$ cat src/rtl/i2c_seq_pkg.sv
package i2c_seq_pkg;
  typedef enum logic [2:0] {
    CMD_START   = 3'd0,
    CMD_RESTART = 3'd1,
    CMD_WRITE   = 3'd2,
    CMD_RD_ACK  = 3'd3,
    CMD_RD_NACK = 3'd4,
    CMD_STOP    = 3'd5
  } cmd_e;

  typedef enum logic [2:0] {
    ST_READY,
    ST_START,
    ST_HS10,
    ST_ADDR,
    ST_TX,
    ST_RX,
    ST_FIN,
    ST_ERR
  } st_e;

  localparam logic [4:0] HDR10 = 5'b11110;
endpackage

$ cat src/rtl/i2c_addr_fmt.sv
module i2c_addr_fmt
  import i2c_seq_pkg::*;
(
  input  logic [15:0] addr_i,
  input  logic        rd_i,
  output logic        is10_o,
  output logic [7:0]  a7_o,
  output logic [7:0]  hdr_wr_o,
  output logic [7:0]  hdr_rd_o,
  output logic [7:0]  lo_o
);
  logic unused_bits;
  assign unused_bits = ^addr_i[14:10];

  assign is10_o   = addr_i[15];
  assign a7_o     = {addr_i[6:0], rd_i};
  assign hdr_wr_o = {HDR10, addr_i[9:8], 1'b0};
  assign hdr_rd_o = {HDR10, addr_i[9:8], 1'b1};
  assign lo_o     = addr_i[7:0];
endmodule

$ cat src/rtl/i2c_seq_cnt.sv
module i2c_seq_cnt #(
  parameter int W = 8
) (
  input  logic         clk_i,
  input  logic         rst_ni,
  input  logic         load_i,
  input  logic [W-1:0] val_i,
  input  logic         dec_i,
  output logic         zero_o,
  output logic         last_o,
  output logic         gt2_o
);
  logic [W-1:0] cnt_q;

  always_ff @(posedge clk_i or negedge rst_ni) begin
    if (!rst_ni)                      cnt_q <= '0;
    else if (load_i)                  cnt_q <= val_i;
    else if (dec_i && cnt_q != '0)    cnt_q <= cnt_q - W'(1);
  end

  assign zero_o = (cnt_q == '0);
  assign last_o = (cnt_q == W'(1));
  assign gt2_o  = (cnt_q > W'(2));
endmodule

$ cat src/rtl/i2c_seq_fsm.sv
module i2c_seq_fsm
  import i2c_seq_pkg::*;
(
  input  logic        clk_i,
  input  logic        rst_ni,
  input  logic        start_i,
  input  logic [15:0] addr_i,
  input  logic        rd_i,
  output logic [15:0] req_addr_o,
  output logic        req_rd_o,
  input  logic        is10_i,
  input  logic [7:0]  a7_i,
  input  logic [7:0]  hdr_wr_i,
  input  logic [7:0]  hdr_rd_i,
  input  logic [7:0]  lo_i,
  output logic        cnt_load_o,
  output logic        cnt_dec_o,
  input  logic        cnt_zero_i,
  input  logic        cnt_last_i,
  input  logic        cnt_gt2_i,
  input  logic        eng_done_i,
  input  logic        eng_ack_i,
  input  logic [7:0]  eng_rdata_i,
  output cmd_e        cmd_o,
  output logic        cmd_valid_o,
  output logic [7:0]  cmd_data_o,
  input  logic [7:0]  tx_data_i,
  input  logic        tx_valid_i,
  output logic        tx_ready_o,
  output logic [7:0]  rx_data_o,
  output logic        rx_valid_o,
  output logic        ack_en_o,
  output logic        busy_o,
  output logic        done_o,
  output logic        err_o
);
  st_e         st_q, st_d;
  logic        pend_q, pend_d;
  logic [1:0]  hs_q, hs_d;
  logic        ack_en_q, ack_en_d;
  logic [15:0] addr_q;
  logic        rd_q;
  logic        latch;
  logic        issue;
  cmd_e        icmd;
  logic [7:0]  idata;
  logic        done_d, err_d, rxv_d;

  // next phase once addressing is acknowledged
  function automatic st_e data_phase(input logic rd, input logic zero);
    if (zero)    return ST_FIN;
    else if (rd) return ST_RX;
    else         return ST_TX;
  endfunction

  always_comb begin
    st_d       = st_q;
    pend_d     = pend_q;
    hs_d       = hs_q;
    ack_en_d   = ack_en_q;
    latch      = 1'b0;
    issue      = 1'b0;
    icmd       = CMD_STOP;
    idata      = '0;
    done_d     = 1'b0;
    err_d      = 1'b0;
    rxv_d      = 1'b0;
    cnt_load_o = 1'b0;
    cnt_dec_o  = 1'b0;
    tx_ready_o = 1'b0;
    unique case (st_q)
      ST_READY: begin
        if (start_i) begin
          latch      = 1'b1;
          cnt_load_o = 1'b1;
          pend_d     = 1'b0;
          hs_d       = 2'd0;
          ack_en_d   = 1'b0;
          st_d       = ST_START;
        end
      end
      ST_START: begin
        if (!pend_q) begin
          issue  = 1'b1;
          icmd   = CMD_START;
          pend_d = 1'b1;
        end else if (eng_done_i) begin
          pend_d = 1'b0;
          hs_d   = 2'd0;
          st_d   = is10_i ? ST_HS10 : ST_ADDR;
        end
      end
      ST_HS10: begin
        if (!pend_q) begin
          issue  = 1'b1;
          pend_d = 1'b1;
          unique case (hs_q)
            2'd0:    begin icmd = CMD_WRITE; idata = hdr_wr_i; end
            2'd1:    begin icmd = CMD_WRITE; idata = lo_i;     end
            default: icmd = CMD_RESTART;
          endcase
        end else if (eng_done_i) begin
          pend_d = 1'b0;
          if (hs_q != 2'd2 && !eng_ack_i) st_d = ST_ERR;
          else if (hs_q == 2'd0)          hs_d = 2'd1;
          else if (hs_q == 2'd1) begin
            if (rd_q) hs_d = 2'd2;
            else      st_d = data_phase(1'b0, cnt_zero_i);
          end else    st_d = ST_ADDR;
        end
      end
      ST_ADDR: begin
        if (!pend_q) begin
          issue  = 1'b1;
          pend_d = 1'b1;
          icmd   = CMD_WRITE;
          idata  = is10_i ? hdr_rd_i : a7_i;
        end else if (eng_done_i) begin
          pend_d = 1'b0;
          if (!eng_ack_i) st_d = ST_ERR;
          else begin
            st_d = data_phase(rd_q, cnt_zero_i);
            if (rd_q) ack_en_d = !cnt_zero_i && !cnt_last_i;
          end
        end
      end
      ST_TX: begin
        if (!pend_q) begin
          tx_ready_o = 1'b1;
          if (tx_valid_i) begin
            issue  = 1'b1;
            pend_d = 1'b1;
            icmd   = CMD_WRITE;
            idata  = tx_data_i;
          end
        end else if (eng_done_i) begin
          pend_d = 1'b0;
          if (!eng_ack_i) st_d = ST_ERR;
          else begin
            cnt_dec_o = 1'b1;
            if (cnt_last_i) st_d = ST_FIN;
          end
        end
      end
      ST_RX: begin
        if (!pend_q) begin
          issue  = 1'b1;
          pend_d = 1'b1;
          icmd   = ack_en_q ? CMD_RD_ACK : CMD_RD_NACK;
        end else if (eng_done_i) begin
          pend_d    = 1'b0;
          rxv_d     = 1'b1;
          cnt_dec_o = 1'b1;
          ack_en_d  = cnt_gt2_i;
          if (cnt_last_i) st_d = ST_FIN;
        end
      end
      ST_FIN, ST_ERR: begin
        if (!pend_q) begin
          issue  = 1'b1;
          pend_d = 1'b1;
          icmd   = CMD_STOP;
        end else if (eng_done_i) begin
          pend_d   = 1'b0;
          ack_en_d = 1'b0;
          done_d   = (st_q == ST_FIN);
          err_d    = (st_q == ST_ERR);
          st_d     = ST_READY;
        end
      end
      default: st_d = ST_READY;
    endcase
  end

  always_ff @(posedge clk_i or negedge rst_ni) begin
    if (!rst_ni) begin
      st_q        <= ST_READY;
      pend_q      <= 1'b0;
      hs_q        <= 2'd0;
      ack_en_q    <= 1'b0;
      addr_q      <= '0;
      rd_q        <= 1'b0;
      cmd_valid_o <= 1'b0;
      cmd_o       <= CMD_START;
      cmd_data_o  <= '0;
      done_o      <= 1'b0;
      err_o       <= 1'b0;
      rx_valid_o  <= 1'b0;
      rx_data_o   <= '0;
    end else begin
      st_q        <= st_d;
      pend_q      <= pend_d;
      hs_q        <= hs_d;
      ack_en_q    <= ack_en_d;
      cmd_valid_o <= issue;
      done_o      <= done_d;
      err_o       <= err_d;
      rx_valid_o  <= rxv_d;
      if (latch) begin
        addr_q <= addr_i;
        rd_q   <= rd_i;
      end
      if (issue) begin
        cmd_o      <= icmd;
        cmd_data_o <= idata;
      end
      if (rxv_d) rx_data_o <= eng_rdata_i;
    end
  end

  assign req_addr_o = addr_q;
  assign req_rd_o   = rd_q;
  assign ack_en_o   = ack_en_q;
  assign busy_o     = (st_q != ST_READY);
endmodule

$ cat src/rtl/i2c_addr_seq.sv
module i2c_addr_seq
  import i2c_seq_pkg::*;
#(
  parameter int LEN_W = 8
) (
  input  logic             clk_i,
  input  logic             rst_ni,
  input  logic             start_i,
  input  logic [15:0]      addr_i,
  input  logic             rd_i,
  input  logic [LEN_W-1:0] len_i,
  output logic             busy_o,
  output logic             done_o,
  output logic             err_o,
  output logic             cmd_valid_o,
  output logic [2:0]       cmd_o,
  output logic [7:0]       cmd_data_o,
  input  logic             eng_done_i,
  input  logic             eng_ack_i,
  input  logic [7:0]       eng_rdata_i,
  output logic             ack_en_o,
  input  logic [7:0]       tx_data_i,
  input  logic             tx_valid_i,
  output logic             tx_ready_o,
  output logic [7:0]       rx_data_o,
  output logic             rx_valid_o
);
  logic [15:0] req_addr;
  logic        req_rd;
  logic        is10;
  logic [7:0]  a7, hdr_wr, hdr_rd, lo;
  logic        cnt_load, cnt_dec, cnt_zero, cnt_last, cnt_gt2;
  cmd_e        cmd;

  i2c_addr_fmt u_fmt (
    .addr_i   (req_addr),
    .rd_i     (req_rd),
    .is10_o   (is10),
    .a7_o     (a7),
    .hdr_wr_o (hdr_wr),
    .hdr_rd_o (hdr_rd),
    .lo_o     (lo)
  );

  i2c_seq_cnt #(.W(LEN_W)) u_cnt (
    .clk_i  (clk_i),
    .rst_ni (rst_ni),
    .load_i (cnt_load),
    .val_i  (len_i),
    .dec_i  (cnt_dec),
    .zero_o (cnt_zero),
    .last_o (cnt_last),
    .gt2_o  (cnt_gt2)
  );

  i2c_seq_fsm u_fsm (
    .clk_i       (clk_i),
    .rst_ni      (rst_ni),
    .start_i     (start_i),
    .addr_i      (addr_i),
    .rd_i        (rd_i),
    .req_addr_o  (req_addr),
    .req_rd_o    (req_rd),
    .is10_i      (is10),
    .a7_i        (a7),
    .hdr_wr_i    (hdr_wr),
    .hdr_rd_i    (hdr_rd),
    .lo_i        (lo),
    .cnt_load_o  (cnt_load),
    .cnt_dec_o   (cnt_dec),
    .cnt_zero_i  (cnt_zero),
    .cnt_last_i  (cnt_last),
    .cnt_gt2_i   (cnt_gt2),
    .eng_done_i  (eng_done_i),
    .eng_ack_i   (eng_ack_i),
    .eng_rdata_i (eng_rdata_i),
    .cmd_o       (cmd),
    .cmd_valid_o (cmd_valid_o),
    .cmd_data_o  (cmd_data_o),
    .tx_data_i   (tx_data_i),
    .tx_valid_i  (tx_valid_i),
    .tx_ready_o  (tx_ready_o),
    .rx_data_o   (rx_data_o),
    .rx_valid_o  (rx_valid_o),
    .ack_en_o    (ack_en_o),
    .busy_o      (busy_o),
    .done_o      (done_o),
    .err_o       (err_o)
  );

  assign cmd_o = cmd;
endmodule

$ cat config.mk
export PLATFORM = sky130hd
export DESIGN_NAME = i2c_addr_seq
export DESIGN_NICKNAME = d
export VERILOG_FILES = /design/src/rtl/i2c_seq_pkg.sv /design/src/rtl/i2c_addr_fmt.sv /design/src/rtl/i2c_seq_cnt.sv /design/src/rtl/i2c_seq_fsm.sv /design/src/rtl/i2c_addr_seq.sv
export SDC_FILE = /design/constraint.sdc
export NUM_CORES = 1
export LEC_CHECK = 0
export ABC_AREA = 1
export BUFFER_PORTS_ARGS = -buffer_cell sky130_fd_sc_hd__buf_2
export CORE_MARGIN = 3
export CORE_UTILIZATION = 30
export DETAILED_ROUTE_END_ITERATION = 10
export GPL_TIMING_DRIVEN = 0
export PLACE_DENSITY = 0.54
export SYNTH_ARGS = -nofsm -noshare
export SYNTH_HDL_FRONTEND = slang
export SYNTH_SLANG_ARGS = --single-unit
export TNS_END_PERCENT = 10
$ cat constraint.sdc
create_clock -name clk_i -period 1.8 [get_ports clk_i]
set_input_delay 0.36 -clock clk_i [delete_from_list [all_inputs] [get_ports clk_i]]
set_output_delay 0.36 -clock clk_i [all_outputs]
set_load 0.02 [all_outputs]
-- After elaboration in Yosys (flattened, before gate mapping)
Index checks and enable logic that the tools add are counted.
- logic and storage cells: 153
- latch bits: 0
- output and inout bits: 26
- ROM bits: 0
- input bits: 47
- memories: 0
- register bits: 55
- memory bits (writable): 0
- div/mod/pow operators: 0
- reduce and logical (&&, ||, !) cells: 20
- $add $sub $neg: 1
- shift-type cells: 0
- bitwise operators: 0
- $lt $le $gt $ge: 1
- muxes and demuxes: 87
- equal/unequal tests: 30
- $mul: 0
- operator list (operator ; count):
    $mux 3 ; 28
    $mux 8 ; 7
    $mux 1 ; 32
    $pmux 8 s3 ; 1
    $mux 2 ; 11
    $pmux 3 s7 ; 1
    $ne 2x2->1 const B ; 10
    $pmux 8 s2 ; 1
    $pmux 3 s5 ; 1
    $reduce_and 15->1 ; 1
    $ne 2x1->1 const B ; 7
    $eq 3x3->1 const B ; 4
    $reduce_and 10->1 ; 1
    $reduce_and 9->1 ; 1
    $eq 8x1->1 const B ; 1
    $gt 8x2->1 const B ; 1
    $logic_not 8->1 ; 1
    $reduce_bool 8->1 ; 1
    $sub 8x1->8 const B ; 1
    $eq 3x2->1 const B ; 2
    $ne 3x1->1 const B ; 2
    $pmux 2 s3 ; 1
    $reduce_bool 3->1 ; 2
    $reduce_or 6->1 ; 1
    other kinds (14) ; 20

-- Depth between registers and ports, before layout
- depth in word-level cells: 9
- gate-level depth with buffers: 11
- gate-level depth less buffers: 9

-- By module
A second synthesis with hierarchy kept.
- cells, all modules: 453
- area, all modules: 3455.8 sq um
- modules (own cells, without submodules) (module ; area each (sq um) ; sequential area each (sq um) ; cells each ; instances):
    i2c_seq_fsm ; 2546.2 ; 1176.1 ; 325 ; 1
    i2c_seq_cnt ; 654.4 ; 200.2 ; 93 ; 1
    i2c_addr_fmt ; 255.2 ; 0.0 ; 35 ; 1

-- Least setup slack after synthesis
Ideal clock, no wire load.
- path kind: register -> register
- start point: register u_cnt.cnt_q[0]
- end point: register u_cnt.cnt_q[0]
- required time: 1.676 ns
- buffers on the path: 1
- arrival: 1.320 ns
- period minus slack after synthesis: 1.444 ns
- stages on the path, launching flop included: 9
- setup slack: 0.356 ns
- setup time: 0.124 ns
- path through: dfrtp_1 > inv_1 > ha_1 > nand4_1 > nand2_2 > nand2_2 > buf_6 > nand2_1 > o21ai_2
- longest elaborated chain between the ends: 3
- elaborated cells on any way between the ends: 6
- classes of those cells: add/sub (1); mux (2); reduce/logical (3)
- RTL lines (item ; line ; source):
    start, declared ; i2c_seq_cnt.sv:13 ; logic [W-1:0] cnt_q;
    start signal, assigned ; i2c_seq_cnt.sv:17 ; else if (load_i) cnt_q <= val_i;
    start signal, assigned ; i2c_seq_cnt.sv:18 ; else if (dec_i && cnt_q != '0) cnt_q <= cnt_q - W'(1);
    $sub 8x1->8 / $reduce_bool 8->1 (equally long branches) ; i2c_seq_cnt.sv:18 ;
    $mux 8 / $logic_and 1x1->1 (equally long branches) ; i2c_seq_cnt.sv:18 ;
    $mux 8 / $reduce_bool 2->1 (equally long branches) ; -- ;
Several ways; a longest one is shown, not always the timed one. The select of a mux whose other input is x is not followed.
A chain may end at the register's enable or synchronous reset.

-- Worst setup path in the final report
- start point: register u_fsm.st_q[0]
- end point: output tx_ready_o
- longest elaborated chain between the ends: 2
- RTL lines (item ; line ; source):
    start, declared ; i2c_seq_fsm.sv:37 ; st_e st_q, st_d;
    start signal, assigned ; i2c_seq_fsm.sv:191 ; st_q <= st_d;
    $eq 3x3->1 ; i2c_seq_fsm.sv:71 ; unique case (st_q)
    $mux 1 ; i2c_seq_fsm.sv:71 ;
    end, declared ; i2c_addr_seq.sv:24 ; output logic tx_ready_o,
Every way passes these cells.

==> metrics.md <==
| Metric | Value |
|---|---|
| Outcome | finished clean |
| Period minus WS final | 1.670 ns |
| PD cells | 1685 nW/um^2 |
| Seq pwr share | 0.319 |
| Crit path buf inv count | 3 |
| First-pass detailed-route iteration total | 4 |
| Critical Path RT | 1.44 ns |
| Worst-Margin Slew | 1.130 ns |
| Port Buf Inserts | 66 |
| First-pass GRT wire length | 13,160 microns |
| Post-Route WL | 7761 microns |
| Hold Path Origin | eng_rdata_i[4] |
| Placement row count | 35 |
| Post-DP HPWL | 5923 microns |
| Clk pwr share | 0.113 |
| Cells after synthesis | 407 |
| Synth area leaders | dfrtp_1, nand2_1, o21ai_0 |
| Routed wire per std cell | 12.72 microns |
| Levels on crit path | 5 |
| Fmax | 598.9 MHz |
| CTS Hold Bufs | 0 |
| Leakage Power | 0.001863 uW |
| Total GRT Usage | 0.1437 |
| Maximum fanout along the worst path | 9 |
| Die area | 11,060 sq um |
| Synthesized flop and latch total | 50 |
| Worst setup SP type | flop |
| Initial antenna violation count | 0 |
| Sw power | 2942 uW |
| CTS root buf | clkbuf_8 |
| Largest stage delay, worst path | 0.37 ns |
| Vias post-DR | 2,843 |
| Slowest stage cell, crit path | dfrtp_1 |
| Worst Setup EP | tx_ready_o |
| Setup TNS | 0 ns |
| Largest net degree at the start of global routing | 51 |
| CTS Buf Count | 5 |
| CP top delay family | buffers and inverters |
| FF-to-FF End | u_cnt.cnt_q[0] |
| Fin nets | 531 |
| Post-route ant nets | 0 |
| Synth Area per Inst | 7.249 sq um |
| Worst vdd ir | 0.5791 mV |
| Register-to-Register Path Depth | 7 |
| Clock skew | 0.006840 ns |
| Synth area leader | dfrtp_1 |
| Fin. max-slew vios | 0 |
| Worst Slack Setup Final | 0.1304 ns |
| Crit path DAT | 1.31 ns |
| H-Tree Depth | 2 |
| Switching part of the total | 0.4940 |
| Post-Syn Nets | 458 |
| Clk_lat worst skew | 0.30 ns |
| R2R Setup Slk | 0.16 ns |
| Period Utilization, post-route | 0.9276 |
| Max transition margin | 0.2467 |
| Grt ovf | 0 |
| Hold Violations, Final | 0 |
| Netlist cell types | 33 |
| RSZ-0062 raised after global routing | false |
| Internal power | 3013 uW |
| Worst Hold Class | input port to flop |
| Worst Setup Slack post-DPL | 0.1086 ns |
| Clock Path Buffers | 2 |
| CTS Sinks | 50 |
| GPL Wtd Cong | 0.8658 |
| Diode count | 0 |
| Reg2reg start | u_cnt.cnt_q[3] |
| 1st-iter DRT viols | 117 |
| Core Util, Final | 0.3754 |
| Syn. warnings | 0 |
| Crit. Startpoint | u_fsm.st_q[0] |
| Max_cap viols | 0 |
| Seq/Total Area, Yosys | 0.4241 |
| Ports | 73 |
| Initial Util | 0.3134 |
| CP endpoint kind | output port |
| Core ar. | 9415 sq um |
| Area of the mapped netlist | 2950 sq um |
| CTS tree | done |
| Worst-path clk slew | 0.10 ns |
| Post-route DRC | 0 |
| Layout cell share with drive strength beyond 1 | 0.2328 |
| Setup Viol. Count Final | 0 |
| Top cell type's share of synthesized area | 0.4241 |
| Number of global-route vias before repair | 2,760 |
| Comb power frac | 0.568 |
| Fill cells | 1,036 |
| Die H | 105.2 microns |
| Vias/cell | 4.661 |
| Setup CP Type | flop to output port |
| DIE WIDTH | 105.2 microns |
| Area delta synth->final | 19.80% |
| CP cell instances | buf_4, nor2_8, nand2_1, inv_1, buf_2 |
-- worst reg2reg max path, delay by kind of cell, from the launching register on --
kind            cells  cell delay (ns)
simple gates        5             0.88
flops               1             0.44
buf+inv             1             0.16
compound gates      1             0.05
-- logic make-up (layout without fill, tap and decap cells) --
family / Yosys count / after routing / synth area share
buffers and inverters: 42 / 116 / 0.06870
xor gates and xnor gates: 1 / 1 / 0.002969
DFF: 50 / 50 / 0.4241
adders and majority gates: 4 / 4 / 0.01696
AOI/OAI and AO/OA: 55 / 55 / 0.1001
and+or+nand+nor: 255 / 255 / 0.3872
-- layout by cell type (no fill, tap or decap), types with 3 or more instances in the layout --
| master | count |
|---|---|
| buf_6 | 3 |
| o21ai_2 | 3 |
| nand2_2 | 6 |
| nor3_1 | 3 |
| nor2_1 | 37 |
| ha_1 | 4 |
| nand3_1 | 26 |
| inv_2 | 5 |
| o21ai_0 | 33 |
| clkbuf_8 | 5 |
| nand4_1 | 15 |
| o21ai_1 | 5 |
| buf_2 | 71 |
| nand2_1 | 155 |
| a21oi_1 | 10 |
| buf_4 | 3 |
| dfrtp_1 | 50 |
| inv_1 | 21 |
-- worst min-delay path by stage --
| stage | slack (ns) | cells past startpoint | end |
|---|---|---|---|
| final | 0.25 | 3 | u_fsm.rx_data_o[4] |
| after global routing | 0.23 | 3 | u_fsm.rx_data_o[4] |
| after CTS | 0.24 | 3 | u_fsm.rx_data_o[6] |
| after detailed placement | 0.46 | 2 | u_fsm.rx_data_o[5] |
| after global placement | 0.46 | 2 | u_fsm.rx_data_o[4] |
| after floorplan | 0.06 | 0 | u_cnt.cnt_q[0] |
-- state kept, by name, indices dropped and copies added (netlist names), 2 cells and up --
name              cells
u_fsm.cmd_data_o      8
u_fsm.cmd_o           3
u_fsm.req_addr_o     11
u_fsm.rx_data_o       8
u_cnt.cnt_q           8
u_fsm.hs_q            2
u_fsm.st_q            3
-- metal layers --
metal	vias up	GRT usage	routed length, microns
li1	1472	-	-
met1	1308	0.1946	3722
met2	59	0.2388	3645
met3	4	0.02409	329
met4	0	0.03561	64
met5	-	0	0
-- cell type report --
type	instances	area, sq um	area share
multi-input cells	315	1499	0.4241
inverters	29	113.9	0.03221
well taps	129	161.4	0.04566
plain buffers	13	88.84	0.02513
clock inverters	3	21.27	0.006018
flip-flops and latches	50	1251	0.3540
clock buffers	5	68.82	0.01947
repair buffers	66	330.3	0.09345
-- synth_stat cells, drive strengths merged --
cell    instances
nand3b          1
nand3          29
nand4          15
xnor2           1
inv            28
ha              4
a21boi          1
clkbuf          2
nor2           42
nor3            4
a21oi          10
dfrtp          50
nand2         163
a31oi           2
a22o            1
or2             1
o21ai          41
clkinv          1
buf            11
-- what timing repair did --
action,in CTS,in global routing
hold endpoints to repair,0,0
gates resized for setup,0,2
endpoints found under the setup margin,0,9
setup buffers,0,0
-- power by group through the flow --
stage                     Clock, uW  Combinational (uW)  Sequential [uW]
after floorplan                   0                2300             2100
after global placement            0                3370             1910
after detailed placement          0                3400             1920
after CTS                       703                3420             1900
after global routing            741                3870             1970
final                           672                3380             1900
-- metrics by stage --
stage | power (uW) | cells | area, sq um | hold WS (ns)
CTS | 6018 | 610 | 3532 | 0.2374
detailed placement | 5320 | 602 | 3442 | 0.4593
global route | 6584 | 610 | 3535 | 0.2316
finish | 5954 | 610 | 3535 | 0.2467
floorplan | 4400 | 407 | 2950 | 0.06441
global placement | 5282 | 602 | 3442 | 0.4596
Power figures use the tool's default switching activity.
